===== src/rtl/sc_pkg.sv =====
package sc_pkg;
    localparam int ADDR_W   = 8;
    localparam int SUB_BITS = 2;
    localparam int PAY_W    = 16;
    localparam int NSUB     = 1 << SUB_BITS;
    localparam int FLIT_W   = 3 + 2 * ADDR_W + PAY_W;

    typedef struct packed {
        logic              head;
        logic              tail;
        logic              moved;
        logic [ADDR_W-1:0] src;
        logic [ADDR_W-1:0] dst;
        logic [PAY_W-1:0]  pay;
    } flit_t;
endpackage


===== src/rtl/sc_pick_high.sv =====
module sc_pick_high #(
    parameter int N = 3
) (
    input  logic [N-1:0] req,
    output logic [N-1:0] sel,
    output logic         any
);
    // Scan upward so the highest set bit is the one that remains.
    always_comb begin
        sel = '0;
        for (int i = 0; i < N; i++) begin
            if (req[i]) begin
                sel    = '0;
                sel[i] = 1'b1;
            end
        end
        any = |req;
    end
endmodule


===== src/rtl/sc_vc_pick.sv =====
module sc_vc_pick #(
    parameter int NVC = 2,
    localparam int VCW = (NVC > 1) ? $clog2(NVC) : 1
) (
    input  logic [NVC-1:0] avail,
    output logic [VCW-1:0] idx,
    output logic           found
);
    // Scan downward so the lowest available channel is the one that remains.
    always_comb begin
        idx   = '0;
        found = 1'b0;
        for (int i = NVC - 1; i >= 0; i--) begin
            if (avail[i]) begin
                idx   = VCW'(i);
                found = 1'b1;
            end
        end
    end
endmodule


===== src/rtl/sc_addr_clear.sv =====
module sc_addr_clear
    import sc_pkg::*;
(
    input  flit_t fin,
    output flit_t fout
);
    localparam int LOW_W = ADDR_W - SUB_BITS;

    always_comb begin
        fout       = fin;
        fout.moved = 1'b1;
        fout.src   = {{SUB_BITS{1'b0}}, fin.src[LOW_W-1:0]};
        fout.dst   = {{SUB_BITS{1'b0}}, fin.dst[LOW_W-1:0]};
    end
endmodule


===== src/rtl/sc_bypass_ni.sv =====
module sc_bypass_ni
    import sc_pkg::*;
#(
    parameter int NVC = 2,
    localparam int NREQ = NSUB - 1,
    localparam int SW   = SUB_BITS,
    localparam int VCW  = (NVC > 1) ? $clog2(NVC) : 1
) (
    input  logic              clk,
    input  logic              rst_n,
    input  logic [NREQ-1:0]   req_i,
    output logic [NREQ-1:0]   gnt_o,
    output logic [VCW-1:0]    gnt_vc_o,
    input  logic [NVC-1:0]    vc_free_i,
    input  logic              byp_valid_i,
    input  logic [SW-1:0]     byp_sub_i,
    input  logic [FLIT_W-1:0] byp_flit_i,
    output logic              out_valid_o,
    output logic [VCW-1:0]    out_vc_o,
    output logic [FLIT_W-1:0] out_flit_o
);
    typedef struct packed {
        logic [NREQ-1:0]          req;
        logic [NREQ-1:0]          gnt;
        logic [VCW-1:0]           gvc;
        logic [NVC-1:0]           resv;
        logic [NREQ-1:0]          pend;
        logic [NREQ-1:0][VCW-1:0] pvc;
        logic                     ov;
        logic [VCW-1:0]           ovc;
        flit_t                    of;
    } st_t;

    st_t st_d, st_q;

    logic [NREQ-1:0] win;
    logic            win_any;
    logic [VCW-1:0]  pick;
    logic            pick_ok;
    flit_t           rew;
    logic [SW-1:0]   rel;
    logic            accept;

    sc_pick_high #(.N(NREQ)) u_pick (
        .req (st_q.req),
        .sel (win),
        .any (win_any)
    );

    sc_vc_pick #(.NVC(NVC)) u_vc (
        .avail (vc_free_i & ~st_q.resv),
        .idx   (pick),
        .found (pick_ok)
    );

    sc_addr_clear u_rw (
        .fin  (flit_t'(byp_flit_i)),
        .fout (rew)
    );

    always_comb begin
        st_d     = st_q;
        st_d.req = req_i;
        rel      = byp_sub_i - SW'(1);
        accept   = byp_valid_i && (byp_sub_i != '0) && st_q.pend[rel];

        // Bypass path: launch the rewritten flit, and free its channel on the tail.
        st_d.ov = accept;
        if (accept) begin
            st_d.of  = rew;
            st_d.ovc = st_q.pvc[rel];
            if (rew.tail) begin
                st_d.resv[st_q.pvc[rel]] = 1'b0;
                st_d.pend[rel]           = 1'b0;
            end
        end

        // Grant path: the winner from the registered requests takes a free channel.
        st_d.gnt = '0;
        if (win_any && pick_ok) begin
            st_d.gnt        = win;
            st_d.gvc        = pick;
            st_d.resv[pick] = 1'b1;
            for (int i = 0; i < NREQ; i++) begin
                if (win[i]) begin
                    st_d.pend[i] = 1'b1;
                    st_d.pvc[i]  = pick;
                end
            end
        end
    end

    always_ff @(posedge clk or negedge rst_n) begin
        if (!rst_n) begin
            st_q <= '0;
        end else begin
            st_q <= st_d;
        end
    end

    assign gnt_o       = st_q.gnt;
    assign gnt_vc_o    = st_q.gvc;
    assign out_valid_o = st_q.ov;
    assign out_vc_o    = st_q.ovc;
    assign out_flit_o  = st_q.of;
endmodule


===== config.mk =====
export PLATFORM = sky130hd
export DESIGN_NAME = sc_bypass_ni
export DESIGN_NICKNAME = d
export VERILOG_FILES = /design/src/rtl/sc_pkg.sv /design/src/rtl/sc_pick_high.sv /design/src/rtl/sc_vc_pick.sv /design/src/rtl/sc_addr_clear.sv /design/src/rtl/sc_bypass_ni.sv
export SDC_FILE = /design/constraint.sdc
export NUM_CORES = 1
export LEC_CHECK = 0
export ABC_AREA = 0
export BUFFER_PORTS_ARGS = -buffer_cell sky130_fd_sc_hd__buf_2
export CORE_ASPECT_RATIO = 0.7
export CORE_MARGIN = 3
export CORE_UTILIZATION = 48
export DETAILED_ROUTE_END_ITERATION = 6
export MAX_ROUTING_LAYER = met4
export PLACE_DENSITY = 0.79
export SETUP_SLACK_MARGIN = 0.05
export SYNTH_ARGS = -nofsm -noshare
export SYNTH_HDL_FRONTEND = slang
export SYNTH_SLANG_ARGS = --single-unit
export TNS_END_PERCENT = 20

===== constraint.sdc =====
create_clock -name clk -period 2.08 [get_ports clk]
set_clock_uncertainty 0.15 [all_clocks]
set_input_delay 0.208 -clock clk [delete_from_list [all_inputs] [get_ports clk]]
set_output_delay 0.208 -clock clk [all_outputs]
set_load 0.005 [all_outputs]

==> parameters.txt <==
Parameter                              Value

Setup path
  Required time at the worst-slack endpoint    roughly 2100 ps
  Startpoint Class    primary input
  Terminus of the critical flop-to-flop path    out_vc_o$_DFFE_PN0N_
  Largest fanout of any net on the critical path    37
  Category of the critical setup timing path    primary input to flip-flop
  Cells on worst reg2reg path    5
  CP Capture Point    out_vc_o$_DFFE_PN0N_
  R2r setup slk    approximately 320 ps
  Worst R2R Start    st_q[42]$_DFF_PN0_
  Crit path launch    byp_sub_i[1]
  Critical Path Sink Type    flip-flop
  Data arrival time of the worst path    ~1800 ps

Floorplanning
  I/O pin count    between 80 and 90
  Area of the core region    ~0.0042 mm^2
  Die outline height    ~63 um
  Die area    ~0.0055 mm^2
  Initial Utilization    ~53%
  Width of the chip    about 87 um
  Row Count    19

Placed design
  IO buf count    76
  Routability cong.    a little over 0.7
  Post-detailed-placement half-perimeter wirelength    2.67 mm

Pwr
  Max IR drop VDD    slightly below 0.0007 V
  Total power per unit cell area    roughly 1100 mW/mm^2
  Total leakage power    1.41 nW
  Proportion of power drawn by the clock network    17.9%
  Switching share of power    between 20% and 30%
  Register share of total power    48.7%
  Comb pwr share    between 30% and 40%
  Internal portion of total power    2.22 mW
  Power dissipated by switching net loads    0.899 mW

Timing
  Min Clock Period, post-route    around 1800 ps
  Worst slew pin tran    approximately 590 ps
  Part of the cycle the worst path needs    a little under nine tenths
  Final hold violation count    0
  Total Negative Setup Slacks    0 ps
  RSZ-0062 raised after global routing    no
  Max-slew headroom    about three fifths
  Achievable Freq    ~560 MHz
  Max-slew violation count    0
  Setup-violating endpoint count in the final report    0

Clock tree
  Root buffer selected by CTS    sky130_fd_sc_hd__clkbuf_8
  Sinks on Clock Net    between 40 and 50
  Clock edge transition at the registers on the reported setup and hold paths    80 ps
  Clock latency reported for the late side of the worst-skew pair    between 200 and 300 ps
  CTS HTree Levels    2
  Num CTS Buffers    5
  Maximum count of clock buffers along a single path    2
  CTS tree    yes
  Number of buffers added for setup after CTS    0

Run status
  Run status    completed

Finish
  Multi-input gate area    a little under 700 um^2
  Fraction of final layout cells sized beyond drive strength 1    47.2%
  Filler Cell Count    between 300 and 400
  Leading cell type in the layout, fill and taps excluded    sky130_fd_sc_hd__buf_2
  Highest-count cells in the layout ignoring fill and taps    sky130_fd_sc_hd__buf_2 (76), sky130_fd_sc_hd__dfrtp_1 (48), sky130_fd_sc_hd__dlygate4sd3_1 (32)
  Core Util, Final    between 60% and 70%
  Net count, final    302
  Number of antenna cells inserted    0
  P&R area growth vs syn    27.7%
  Area taken by flip-flops and latches    between 0.001 and 0.0015 mm^2

Synthesis
  Synthesized-area fraction occupied by adder cells    roughly 2.3%
  Post-Synthesis Cells    171
  #FFs+latches synth    48
  Compound-cell area share of the yosys netlist    between 5 and 6%
  Sequential area share after synthesis    between 50 and 60%
  Number of library cell types mapped by synthesis    26
  Synth Area in XOR/XNOR    0%
  Largest family of logic cells by synthesized area    multiplexers
  Warning count from the yosys run    0
  Post-Synth Simple-Gate Area    under 10%
  Cell Area, Synth    0.00221 mm^2
  Post-Syn Area per Cell    12.9 um^2
  Post-synthesis mux area share    around 17%

Detailed routing
  Routed wirelength normalized by instance count    around 14 um
  Wirelength, routed    4.23 mm
  DRT antenna net count    0
  Iteration-0 DRC Markers    35
  Post-route DRC violation count    0
  1st-pass router iterations    4
  Via density    4.62
  DR vias    between 1000 and 1500

Global routing
  Grt ovf    0
  Number of antenna violations at the first check in global routing    0
  Via count of the first global-routing pass    around 1500
  Overall track demand over capacity in global routing    between 10% and 20%
  Maximum number of pins on one net before global-route repair    49
  Wire length of the first global-routing pass    between 7 and 8 mm

Run
  Maxcap violations    0

Hold path
  Class of the tightest hold or removal check    primary input to flip-flop
==> through the flow <==
stage	instances	hold slack (ps)	total power, mW	setup WS (ps)	instance area [um^2]
after global placement	266	166	2.50	10.9	2410
final	306	4.91	3.12	302	2820
after floorplan	174	-238	2.47	95.7	2230
after global routing	306	3.03	3.35	253	2820
after CTS	301	0.978	3.14	305	2770
after detailed placement	266	170	2.54	-4.93	2410
==> worst min path at each step <==
stage	start	endpoint	slack [ps]	cells after the start
final	byp_flit_i[4]	out_flit_o[4]$_DFFE_PN0N_	5	2
after floorplan	rst_n	gnt_o[0]$_DFF_PN0_	-240	0
after global placement	req_i[1]	st_q[50]$_DFF_PN0_	170	1
after CTS	byp_flit_i[2]	out_flit_o[2]$_DFFE_PN0N_	1	2
after detailed placement	req_i[2]	st_q[51]$_DFF_PN0_	170	1
after global routing	byp_flit_i[4]	out_flit_o[4]$_DFFE_PN0N_	3	2
==> state kept, by name, summed over array words and instances, names as in the netlist <==
register	flops
gnt_vc_o	1
gnt_o	3
out_vc_o	1
st_q	11
out_flit_o	31
out_valid_o	1
==> worst max-delay path, stage by stage <==
cell and delay [ps]:
sky130_fd_sc_hd__buf_2 90, sky130_fd_sc_hd__inv_1 70, sky130_fd_sc_hd__ha_4 300, sky130_fd_sc_hd__mux2_4 310, sky130_fd_sc_hd__a32oi_4 200, sky130_fd_sc_hd__buf_12 240, sky130_fd_sc_hd__inv_2 80, sky130_fd_sc_hd__mux2_4 300
==> Yosys cell counts <==
cell	n	area share [%]
sky130_fd_sc_hd__or3_1	1	0.28
sky130_fd_sc_hd__inv_2	1	0.17
sky130_fd_sc_hd__ha_1	4	2.3
sky130_fd_sc_hd__dfrtp_1	48	54
sky130_fd_sc_hd__nor2b_1	1	0.28
sky130_fd_sc_hd__nand3_1	2	0.45
sky130_fd_sc_hd__mux2i_1	1	0.45
sky130_fd_sc_hd__inv_1	8	1.4
sky130_fd_sc_hd__nand3b_1	2	0.68
sky130_fd_sc_hd__nor2_1	1	0.17
sky130_fd_sc_hd__mux2_4	2	1.4
sky130_fd_sc_hd__a21oi_1	1	0.23
sky130_fd_sc_hd__o21ai_0	8	1.8
sky130_fd_sc_hd__mux2_1	2	1.0
sky130_fd_sc_hd__mux2_2	27	14
sky130_fd_sc_hd__a22o_1	3	1.2
sky130_fd_sc_hd__a32o_1	1	0.45
sky130_fd_sc_hd__nand2b_1	3	0.85
sky130_fd_sc_hd__buf_4	38	13
sky130_fd_sc_hd__and3b_1	1	0.40
sky130_fd_sc_hd__and4bb_2	1	0.57
sky130_fd_sc_hd__nand2_1	9	1.5
sky130_fd_sc_hd__buf_6	3	1.5
sky130_fd_sc_hd__a32oi_4	1	1.2
sky130_fd_sc_hd__o31ai_1	1	0.34
sky130_fd_sc_hd__conb_1	1	0.17
==> routing by layer <==
layer	global-route usage, %	up-vias	part of all wire, %
li1	-	690	-
met1	20.7	677	42
met2	27.7	45	52
met3	5.01	2	6.2
met4	2.33	0	0.24
met5	-	-	0
==> power groups by stage <==
stage / logic [mW] / registers (mW) / clock network, mW
floorplan: 0.976 / 1.49 / 0
global placement: 0.991 / 1.51 / 0
detailed placement: 1.01 / 1.54 / 0
CTS: 1.05 / 1.52 / 0.570
global route: 1.16 / 1.58 / 0.612
finish: 1.04 / 1.52 / 0.559
==> final cells by class <==
cell class | instances | area share [%]
Clock buffer | 8 | 3.20
Inverter | 9 | 1.20
Multi-Input combinational cell | 76 | 24.0
Sequential cell | 48 | 42.6
Tap cell | 52 | 2.31
Timing Repair Buffer | 113 | 26.7
==> kinds of logic (layout without fill, tap and decap cells) <==
| group | count (synthesis) | count (layout) |
|---|---|---|
| buffers and inverters | 50 | 130 |
| multiplexers | 32 | 32 |
| adder cells (fa/ha/maj) | 4 | 4 |
| other | 1 | 4 |
| AO/OA/AOI/OAI | 15 | 15 |
| AND/OR/NAND/NOR | 21 | 21 |
| flip-flops | 48 | 48 |
==> timing repair <==
item	in CTS	in global routing
gates resized for setup	0	0
hold endpoints to repair	74	5
hold buffers	27	5
Power figures use the tool's default switching activity.
